--- src/rtl/sensor_guard_pkg.sv ---
package sensor_guard_pkg;
  localparam int NUM_SENSORS = 6;
  localparam int NUM_TIERS   = 3;
  localparam int READING_W   = 32;
  localparam int STATUS_W    = NUM_SENSORS * NUM_TIERS;

  localparam int TIER_THROTTLE = 0;
  localparam int TIER_STOP     = 1;
  localparam int TIER_OFF      = 2;

  typedef logic [NUM_SENSORS-1:0][NUM_TIERS-1:0] tier_map_t;
  typedef logic [NUM_SENSORS-1:0][NUM_TIERS-1:0][READING_W-1:0] limit_table_t;

  // Strobes from the comparison datapath to the escalation control
  typedef struct packed {
    logic [NUM_SENSORS-1:0] throttleLevel;
    tier_map_t              sampleHit;
  } hit_strobes_t;

  function automatic limit_table_t default_limits();
    limit_table_t tbl = '0;
    tbl[0][TIER_THROTTLE] = 62000;  tbl[0][TIER_STOP] = 65000;
    tbl[1][TIER_THROTTLE] = 9900;   tbl[1][TIER_STOP] = 11000;
    tbl[2][TIER_THROTTLE] = 56000;  tbl[2][TIER_OFF]  = 60000;
    tbl[3][TIER_THROTTLE] = 1050;   tbl[3][TIER_STOP] = 1100;  tbl[3][TIER_OFF] = 1250;
    tbl[4][TIER_THROTTLE] = 920;    tbl[4][TIER_STOP] = 970;   tbl[4][TIER_OFF] = 1070;
    tbl[5][TIER_STOP]     = 850;    tbl[5][TIER_OFF]  = 900;
    return tbl;
  endfunction

  function automatic tier_map_t default_present();
    tier_map_t m = '1;
    m[0][TIER_OFF]      = 1'b0;
    m[1][TIER_OFF]      = 1'b0;
    m[2][TIER_STOP]     = 1'b0;
    m[5][TIER_THROTTLE] = 1'b0;
    return m;
  endfunction

  function automatic tier_map_t tier_column(input int tier);
    tier_map_t m = '0;
    for (int s = 0; s < NUM_SENSORS; s++) m[s][tier] = 1'b1;
    return m;
  endfunction

  localparam limit_table_t DEFAULT_LIMITS  = default_limits();
  localparam tier_map_t    DEFAULT_PRESENT = default_present();
endpackage

--- src/rtl/sensor_guard_datapath.sv ---
module sensor_guard_datapath
  import sensor_guard_pkg::*;
#(
  parameter limit_table_t LIMITS  = DEFAULT_LIMITS,
  parameter tier_map_t    PRESENT = DEFAULT_PRESENT
) (
  input  logic                           clk,
  input  logic                           rstPorN,
  input  logic [NUM_SENSORS-1:0]         sensorValid,
  input  logic [NUM_SENSORS*READING_W-1:0] sensorData,
  output hit_strobes_t                   hits
);
  logic [READING_W-1:0]   heldReading [NUM_SENSORS];
  logic [NUM_SENSORS-1:0] fresh;
  tier_map_t              levelHit;
  tier_map_t              sampleHit;
  logic [NUM_SENSORS-1:0] throttleLevel;

  for (genvar s = 0; s < NUM_SENSORS; s++) begin : g_sensor
    always_ff @(posedge clk) begin
      if (!rstPorN) begin
        heldReading[s] <= '0;
        fresh[s]       <= 1'b0;
      end else begin
        fresh[s] <= sensorValid[s];
        if (sensorValid[s]) heldReading[s] <= sensorData[s*READING_W +: READING_W];
      end
    end

    for (genvar t = 0; t < NUM_TIERS; t++) begin : g_tier
      if (PRESENT[s][t]) begin : g_cmp
        assign levelHit[s][t] = (heldReading[s] >= LIMITS[s][t]);
      end else begin : g_absent
        assign levelHit[s][t] = 1'b0;
      end
      assign sampleHit[s][t] = levelHit[s][t] & fresh[s];
    end

    assign throttleLevel[s] = levelHit[s][TIER_THROTTLE];
  end

  assign hits.throttleLevel = throttleLevel;
  assign hits.sampleHit     = sampleHit;
endmodule

--- src/rtl/sensor_guard_control.sv ---
module sensor_guard_control
  import sensor_guard_pkg::*;
(
  input  logic                clk,
  input  logic                rstPorN,
  input  logic                softResetCmd,
  input  logic [STATUS_W-1:0] statusClearMask,
  input  hit_strobes_t        hits,
  output logic                throttleReq,
  output logic                clkStopReq,
  output logic                firewallTrip,
  output logic                powerOffReq,
  output logic [STATUS_W-1:0] statusBits
);
  localparam tier_map_t CLEARABLE = ~tier_column(TIER_OFF);

  logic [NUM_SENSORS-1:0] stopCol, offCol;
  logic      stopEvent, offEvent;
  logic      stopLatch, offLatch, tripPulse;
  tier_map_t sticky;

  for (genvar s = 0; s < NUM_SENSORS; s++) begin : g_col
    assign stopCol[s] = hits.sampleHit[s][TIER_STOP];
    assign offCol[s]  = hits.sampleHit[s][TIER_OFF];
  end

  assign stopEvent = |stopCol;
  assign offEvent  = |offCol;

  always_ff @(posedge clk) begin
    if (!rstPorN) begin
      sticky    <= '0;
      stopLatch <= 1'b0;
      tripPulse <= 1'b0;
      offLatch  <= 1'b0;
    end else begin
      sticky    <= (sticky & ~(tier_map_t'(statusClearMask) & CLEARABLE)) | hits.sampleHit;
      stopLatch <= stopEvent | (stopLatch & ~softResetCmd);
      tripPulse <= stopEvent & ~stopLatch;
      offLatch  <= offLatch | offEvent;
    end
  end

  assign throttleReq  = (|hits.throttleLevel) | stopLatch | offLatch;
  assign clkStopReq   = stopLatch;
  assign firewallTrip = tripPulse;
  assign powerOffReq  = offLatch;
  assign statusBits   = sticky;
endmodule

--- src/rtl/sensor_guard.sv ---
module sensor_guard
  import sensor_guard_pkg::*;
#(
  parameter limit_table_t LIMITS  = DEFAULT_LIMITS,
  parameter tier_map_t    PRESENT = DEFAULT_PRESENT
) (
  input  logic                             clk,
  input  logic                             rstPorN,
  input  logic                             softResetCmd,
  input  logic [NUM_SENSORS-1:0]           sensorValid,
  input  logic [NUM_SENSORS*READING_W-1:0] sensorData,
  input  logic [STATUS_W-1:0]              statusClearMask,
  output logic                             throttleReq,
  output logic                             clkStopReq,
  output logic                             firewallTrip,
  output logic                             powerOffReq,
  output logic [STATUS_W-1:0]              statusBits
);
  hit_strobes_t hits;

  sensor_guard_datapath #(.LIMITS(LIMITS), .PRESENT(PRESENT)) u_datapath (
    .clk         (clk),
    .rstPorN     (rstPorN),
    .sensorValid (sensorValid),
    .sensorData  (sensorData),
    .hits        (hits)
  );

  sensor_guard_control u_control (
    .clk             (clk),
    .rstPorN         (rstPorN),
    .softResetCmd    (softResetCmd),
    .statusClearMask (statusClearMask),
    .hits            (hits),
    .throttleReq     (throttleReq),
    .clkStopReq      (clkStopReq),
    .firewallTrip    (firewallTrip),
    .powerOffReq     (powerOffReq),
    .statusBits      (statusBits)
  );
endmodule

--- config.mk ---
export PLATFORM = sky130hd
export DESIGN_NAME = sensor_guard
export DESIGN_NICKNAME = d
export VERILOG_FILES = /design/src/rtl/sensor_guard_pkg.sv /design/src/rtl/sensor_guard_datapath.sv /design/src/rtl/sensor_guard_control.sv /design/src/rtl/sensor_guard.sv
export SDC_FILE = /design/constraint.sdc
export NUM_CORES = 1
export LEC_CHECK = 0
export ABC_AREA = 1
export BUFFER_PORTS_ARGS = -buffer_cell sky130_fd_sc_hd__buf_2
export CAP_MARGIN = 20
export CORE_ASPECT_RATIO = 1.5
export CORE_MARGIN = 4
export CORE_UTILIZATION = 50
export CTS_BUF_LIST = sky130_fd_sc_hd__clkbuf_8 sky130_fd_sc_hd__clkbuf_16
export CTS_CLUSTER_DIAMETER = 100
export CTS_CLUSTER_SIZE = 40
export DETAILED_ROUTE_END_ITERATION = 8
export PLACE_DENSITY = 0.75
export SYNTH_ARGS = -nofsm -noshare
export SYNTH_HDL_FRONTEND = slang
export SYNTH_HIERARCHICAL = 1
export SYNTH_SLANG_ARGS = --single-unit
--- constraint.sdc ---
create_clock -name clk -period 1.59 [get_ports clk]
set_input_delay 0.0795 -clock clk [delete_from_list [all_inputs] [get_ports clk]]
set_output_delay 0.0795 -clock clk [all_outputs]
set_load 0.01 [all_outputs]
==> metrics.txt, run 1 <==
layout cell share with drive strength beyond 1=about 20%; vias in the first global route=8300; Filler Cell Count=1157; synth unique cells=22; crit path max-delay cell type=edfxtp_1; Worst Hold Class=in2reg; crit-path max FO=2; Final Hold Fails=0; H-tree depth=1; drt initial violations=520; Reg-to-Reg Start=u_datapath/heldReading[3][11]$_SDFFCE_PN0P_; first-pass detailed-route iteration total=5; DR DRC count=0; Final setup viols=3; buffer and inverter count on the worst path=2; FFs w/ async S/R, synth=0%; die area=20600 um2; Worst setup SP type=flip-flop; Final Cycle Share=127%; Starting Density=51.0%; clock-pin slew on the worst setup and hold paths=approximately 0.14 ns; Seq/Total Area, Yosys=64.7%; CTS Buffer Depth=3; worst slew pin tran=0.537 ns; r2r worst-path depth=9; Commonest cells post-synth=324 x nor2_1, 261 x inv_1, 179 x edfxtp_1, 101 x nand2_1, 27 x dfxtp_1; TritonCTS clock tree=yes; area leader, netlist=edfxtp_1; Clock Latency Late Sink=0.48 ns; Placer Congestion=0.832; WP data required=1.51 ns; Buffers on Ports=221; WL/cell=15.1 um; Final Instance Area=12800 um2; critical path cell sequence=nor2_2 -> nand2_1 -> inv_1 -> nand2_1 -> nor2_2 -> nand3_2 -> nor3_2 -> nand3_1 -> buf_2; Die Span Y=174 um; post-layout min period=2.02 ns; Yosys top cell area share=58.8%; GR Overflow Total=0; DP Worst Slack=-0.0344 ns; Nets=1630; CP peak stage delay=0.45 ns; CTS root buffer=clkbuf_16; YS warnings=6; Setup Crit Path Kind=reg2out; status=finished, violations left; antenna violations before repair=2; most common cell in the netlist=nor2_1; CP startpoint=u_datapath/heldReading[1][27]$_SDFFCE_PN0P_; LEAKAGE=6.44 nW; # rows=60; final setup margin=-0.426 ns; CP Data Arrival Time=1.94 ns; Top delay family on crit path=simple AND/OR/NAND/NOR gates; pwr/cell area=837 nW/um2; Cells after Synth=993; worst setup path endpoint=throttleReq; total power=0.0107 W; Core Util, Final=71.3%; first-pass GRT wire length=slightly below 40000 um; gr usage total=23.5%; Synth Register Bits=206; Setup crit end kind=output port; drt via density=4.76; IO Count=241; Worst Skew=0.0583 ns; CTS sink cnt=206; WHS Path Cells=3; Storage cell area=between 5000 and 6000 um2; DP Wirelength=~14000 um; total CTS buffers=9; Via Count=7775; Max-Cap Viols=0; Max Freq=496 MHz; Syn Std Cell Area=9150 um2; top cells by area, synth=edfxtp_1 59%, nor2_1 13%, inv_1 11%, dfxtp_1 5.9%, nand2_1 4.1%; Slew headroom=64.2%; Core Footprint=17900 um2; worst flop-to-flop path endpoint=u_control/firewallTrip$_SDFF_PN0_; Slew Viols, Final=0; DRT Wirelength=24700 um; Layout area overhead=39.8%; Most used DFF post-synth=edfxtp_1; largest net degree at the start of global routing=42; R2R Setup Slk=-0.05 ns; Levels on crit path=9; Die X=between 100 and 150 um; Multi-input gate area=~2100 um2; number of synthesized flops with an enable pin=179; Worst Hold Slack=roughly 0.017 ns; Avg Cell Area, Syn=about 9.2 um2; Post-DP Area=10500 um2; remaining antenna violation count=0; RSZ-0062 raised after global routing=true; Max IR drop VDD=0.000781 V; failing checks=negative setup slack
==> timing repair <==
item / 4_1_cts / 5_1_grt
hold buffers: 192 / 0
pin swaps: 18 / 9
resized for setup: 17 / 15
setup endpoints to repair: 3 / 11
setup buffers: 29 / 1
hold endpoints to repair: 192 / 0
==> worst reg2reg max path, stage by stage, from the launching register on <==
cell and delay (ns):
edfxtp_1 0.42, nor2_1 0.15, nand2_1 0.07, nor2_1 0.19
o21ai_0 0.13, a21oi_1 0.32, nor2_1 0.09, nand3_1 0.10
nand3_1 0.08, inv_1 0.06
==> per-layer routing <==
layer  part of all wire, %  global-route usage (%)  up-vias
met4                   4.7                    10.6        0
met1                    35                    24.1     3584
li1                      -                       -     3783
met3                   5.8                    3.85       86
met2                    55                    46.0      322
met5                     0                       0        -
==> placed cells by master (no fill, tap or decap), types with 2 or more instances in the layout <==
| cell | Yosys | layout |
|---|---|---|
| or2_1 | 2 | 2 |
| dlygate4sd3_1 | 0 | 192 |
| dfxtp_1 | 27 | 27 |
| buf_4 | 6 | 8 |
| nand4_1 | 5 | 5 |
| nand3b_1 | 3 | 3 |
| nand2_4 | 4 | 4 |
| nand3_1 | 21 | 20 |
| inv_2 | 1 | 4 |
| a21oi_1 | 23 | 22 |
| nor3_2 | 0 | 2 |
| o21ai_0 | 5 | 5 |
| clkbuf_16 | 0 | 9 |
| buf_2 | 6 | 221 |
| nor2_2 | 2 | 17 |
| inv_1 | 261 | 261 |
| diode_2 | 0 | 2 |
| buf_12 | 0 | 6 |
| and2_1 | 3 | 3 |
| nand2_2 | 0 | 4 |
| edfxtp_1 | 179 | 179 |
| conb_1 | 1 | 5 |
| buf_6 | 14 | 2 |
| nor2_1 | 324 | 307 |
| nand2_1 | 101 | 97 |
| nor2_4 | 0 | 2 |
==> area by class of cell <==
cell class,count,area share (%)
Sequential cell,206,46.3
Timing Repair Buffer,429,25.3
Multi-Input combinational cell,503,16.5
Inverter,262,7.69
Tap cell,217,2.12
Clock buffer,9,1.76
Clock inverter,4,0.323
Antenna cell,2,0.0391
==> per-stage QoR <==
step                      instances  setup TNS [ns]
final                          1632          -0.523
after global routing           1632           -1.18
after CTS                      1629          -0.664
after detailed placement       1420         -0.0756
after global placement         1420               0
after floorplan                 997               0
==> state kept, by name (all words and copies together) (netlist names) <==
| signal | count |
|---|---|
| u_control/powerOffReq | 1 |
| u_datapath/fresh | 6 |
| u_control/statusBits | 18 |
| u_control/firewallTrip | 1 |
| u_datapath/heldReading | 179 |
| u_control/clkStopReq | 1 |
==> power by group <==
group	internal, W	switching, W
combinational	0.000769	0.000760
clock	0.00108	0.00161
sequential	0.00632	0.000169
total	0.00816	0.00254
==> cells by family after synthesis <==
logic type             after synthesis  synth area share [%]
other                                1                0.0410
buffers and inverters              288                  13.3
AND/OR/NAND/NOR                    468                  20.3
AO/OA/AOI/OAI                       30                  1.70
flip-flops                         206                  64.7
==> worst min path at each step <==
stage / to / slack (ns) / from
2_1_floorplan: u_control/firewallTrip$_SDFF_PN0_ / 0.21 / rstPorN
5_1_grt: u_datapath/fresh[2]$_SDFF_PN0_ / 0.02 / sensorValid[2]
6_report: u_datapath/fresh[2]$_SDFF_PN0_ / 0.02 / sensorValid[2]
3_5_place_dp: u_control/statusBits[4]$_SDFF_PN0_ / 0.37 / statusClearMask[4]
4_1_cts: u_datapath/fresh[0]$_SDFF_PN0_ / 0.0004 / sensorValid[0]
3_3_place_gp: u_control/statusBits[15]$_SDFF_PN0_ / 0.36 / statusClearMask[15]
No activity file was read; power rests on OpenSTA's default activity.
==> inputs of run 2 (changes only) <==
Settings changed: CTS_BUF_LIST sky130_fd_sc_hd__clkbuf_8 sky130_fd_sc_hd__clkbuf_16 to sky130_fd_sc_hd__clkbuf_8, TNS_END_PERCENT set to 10.
==> run 2 against run 1 <==
Against the previous run: the flow still finishes with violations (negative setup slack); utilization decreased by 0.15 points; design area fell by 0.22%; hold slack better by 0.0050 ns; non-clock buffer count grew 9; largest power group unchanged; die area did not move; fmax is 4.1% lower; sequential share of layout area rose by 0.10 points; largest cell class unchanged; register-to-register slack worse by 0.30 ns.
==> metrics.txt, run 2 (synthesis results as in run 1) <==
# rows=60 (unchanged); Max IR drop VDD=0.000732 V (-6.3%); TritonCTS clock tree=yes; drt initial violations=567 (+9.0%); Max Freq=475 MHz (-4.1%); remaining antenna violation count=0 (unchanged); Slew Viols, Final=0 (unchanged); layout cell share with drive strength beyond 1=19.8% (-0.13 points); LEAKAGE=6.43 nW (-0.14%); Nets=1639 (+0.55%); GR Overflow Total=0 (unchanged); crit-path max FO=2 (unchanged); Setup Crit Path Kind=reg2out; Max-Cap Viols=0 (unchanged); CTS sink cnt=206 (unchanged); Filler Cell Count=1148 (-0.78%); met1 WL=8790 um (+2.3%); commonest non-fill, non-tap cell in the layout=nor2_1; final setup margin=-0.514 ns (-0.0872 ns); DP Wirelength=14000 um (unchanged); antenna violations before repair=2 (unchanged); vias in the first global route=8278 (-0.27%); wire length on met3=1300 um (-8.3%); Buffers on Ports=221 (unchanged); gr usage total=23.6% (+0.13 points); Worst Hold Class=in2reg; first-pass GRT wire length=39100 um (+0.91%); metal2 WL=13700 um (+1.2%); CTS Buffer Depth=3 (unchanged); max reg flops=179 (unchanged); Final setup viols=5 (+2); RSZ-0062 raised after global routing=true; most used cell along the critical path=nor2_2; Worst setup SP type=flip-flop; Clock Latency Late Sink=0.53 ns (+0.05 ns); Placer Congestion=0.832 (unchanged); Layout area overhead=39.5%; Die X=118 um (unchanged); buffer and inverter count on the worst path=2 (unchanged); first-pass detailed-route iteration total=5 (unchanged); top sig layer=met4; Final Cycle Share=132% (+5.5 points); pwr/cell area=792 nW/um2 (-5.4%); status=finished, violations left; worst slew pin tran=0.507 ns (-0.0293 ns); Setup crit end kind=output port; drt via density=4.75 (-0.33%); H-tree depth=1 (unchanged); critical path cell sequence=nor2_1 -> nand2_1 -> nor2_2 -> nand3_1 -> nor2_2 -> inv_2 -> nor2_2 -> nand3_1 -> buf_4; Via Count=7792 (+0.22%); largest net degree at the start of global routing=42 (unchanged); crit path max-delay cell type=edfxtp_1; CP Data Arrival Time=2.02 ns (+0.08 ns); Die Span Y=174 um (unchanged); die area=20600 um2 (unchanged); CTS root buffer=clkbuf_8; Core Footprint=17900 um2 (unchanged); top library cells by usage in the layout, fill and taps aside=310 x nor2_1, 260 x inv_1, 220 x buf_2, 198 x dlygate4sd3_1, 179 x edfxtp_1; total CTS buffers=9 (unchanged); IO Count=241 (unchanged); Starting Density=51.0% (unchanged); clock-pin slew on the worst setup and hold paths=0.22 ns (+0.08 ns); post-layout min period=2.10 ns (+0.0872 ns); WL/cell=15.2 um (about the same); Final Hold Fails=0 (unchanged); Slew headroom=66.2% (+2.0 points); WP data required=1.51 ns (about the same); post-route insts no fill=1641 (+0.55%); CP peak stage delay=0.43 ns (-0.02 ns); cell count after placement=1420 (unchanged); DRT Wirelength=24900 um (+0.59%); failing checks=negative setup slack; Top delay family on crit path=simple AND/OR/NAND/NOR gates; most flop-heavy register=u_datapath/heldReading; DR DRC count=0 (unchanged); total power=0.0101 W (-5.6%); Worst Skew=0.0808 ns (+0.0225 ns)
==> run 2: cell count changes in the layout (fill, tap and decap cells not counted), moves of 2 or more <==
cell | before | now
buf_4 | 8 | 14
buf_6 | 2 | 0
clkbuf_16 | 9 | 0
clkbuf_8 | 0 | 9
dlygate4sd3_1 | 192 | 198
nand2_1 | 97 | 99
nand2_2 | 4 | 2
nor2_1 | 307 | 310
nor2_2 | 17 | 13
==> run 2: worst paths after layout <==
kind / startpoint / to / slack [ns] / cells after the start
setup reg to reg: u_datapath/heldReading[0][24]$_SDFFCE_PN0P_ / u_control/clkStopReq$_SDFF_PN0_ / -0.35 / 16
hold reg to reg: u_control/statusBits[11]$_SDFF_PN0_ / u_control/statusBits[11]$_SDFF_PN0_ / 0.49 / 2
setup / recovery: u_datapath/heldReading[2][21]$_SDFFCE_PN0P_ / throttleReq / -0.51 / 9
hold / removal: rstPorN / u_control/firewallTrip$_SDFF_PN0_ / 0.02 / 3
==> run 2: power breakdown <==
part	internal [W]	total, W	switching (W)	leakage [nW]
clock network	0.000569	0.00208	0.00151	0.0921
logic	0.000779	0.00154	0.000761	4.19
registers	0.00632	0.00649	0.000170	2.15
total	0.00766	0.0101	0.00244	6.43
==> run 2: timing repair <==
action | in CTS | in global routing
endpoints found under the setup margin | 3 | 7
hold buffers | 198 | 0
buffers inserted | 5 | 3
endpoints found under the hold margin | 198 | 0
pin swaps | 12 | 8
resized for setup | 16 | 13
==> run 2: per-stage QoR <==
| step | worst slack, ns | instance area [um2] | setup TNS (ns) | util (%) | hold slack [ns] |
|---|---|---|---|---|---|
| 2_1_floorplan | 0.237 | 9160 | 0 | - | 0.208 |
| 3_3_place_gp | 0.0298 | 10500 | 0 | 58.3 | 0.363 |
| 3_5_place_dp | -0.0344 | 10500 | -0.0756 | 58.3 | 0.369 |
| 4_1_cts | -0.444 | 12700 | -1.33 | 70.8 | 0.000320 |
| 5_1_grt | -0.627 | 12800 | -2.12 | 71.1 | 0.0243 |
| 6_report | -0.514 | 12800 | -1.36 | 71.1 | 0.0218 |
==> run 2: final cells by class <==
cell class	instances	area, um2	share of cell area [%]
antenna	2	5.00	0.0392
clock buffer	9	124	0.971
clock inverter	4	41.3	0.324
inverter	262	983	7.71
multi-input combinational	503	2110	16.5
sequential	206	5920	46.4
tap	217	272	2.13
timing repair buffer	438	3310	25.9
==> run 2: worst reg2reg max path: stages, from the launching register on <==
cell and delay [ns]:
edfxtp_1 0.44, inv_2 0.07, nand2_1 0.06, nor2_1 0.11, nand2_1 0.08, buf_4 0.13, buf_4 0.12, buf_4 0.12
buf_4 0.12, nor2_1 0.09, nand3_1 0.08, nand2_1 0.07, inv_2 0.06, nor2_1 0.08, nand3_1 0.10, nor2_1 0.10
nor2_1 0.04
==> run 2: per-layer routing <==
metal,track usage (%),vias to the layer above
met5,0,-
met4,10.7,0
met3,3.40,78
met2,46.5,317
met1,24.3,3601
li1,-,3796
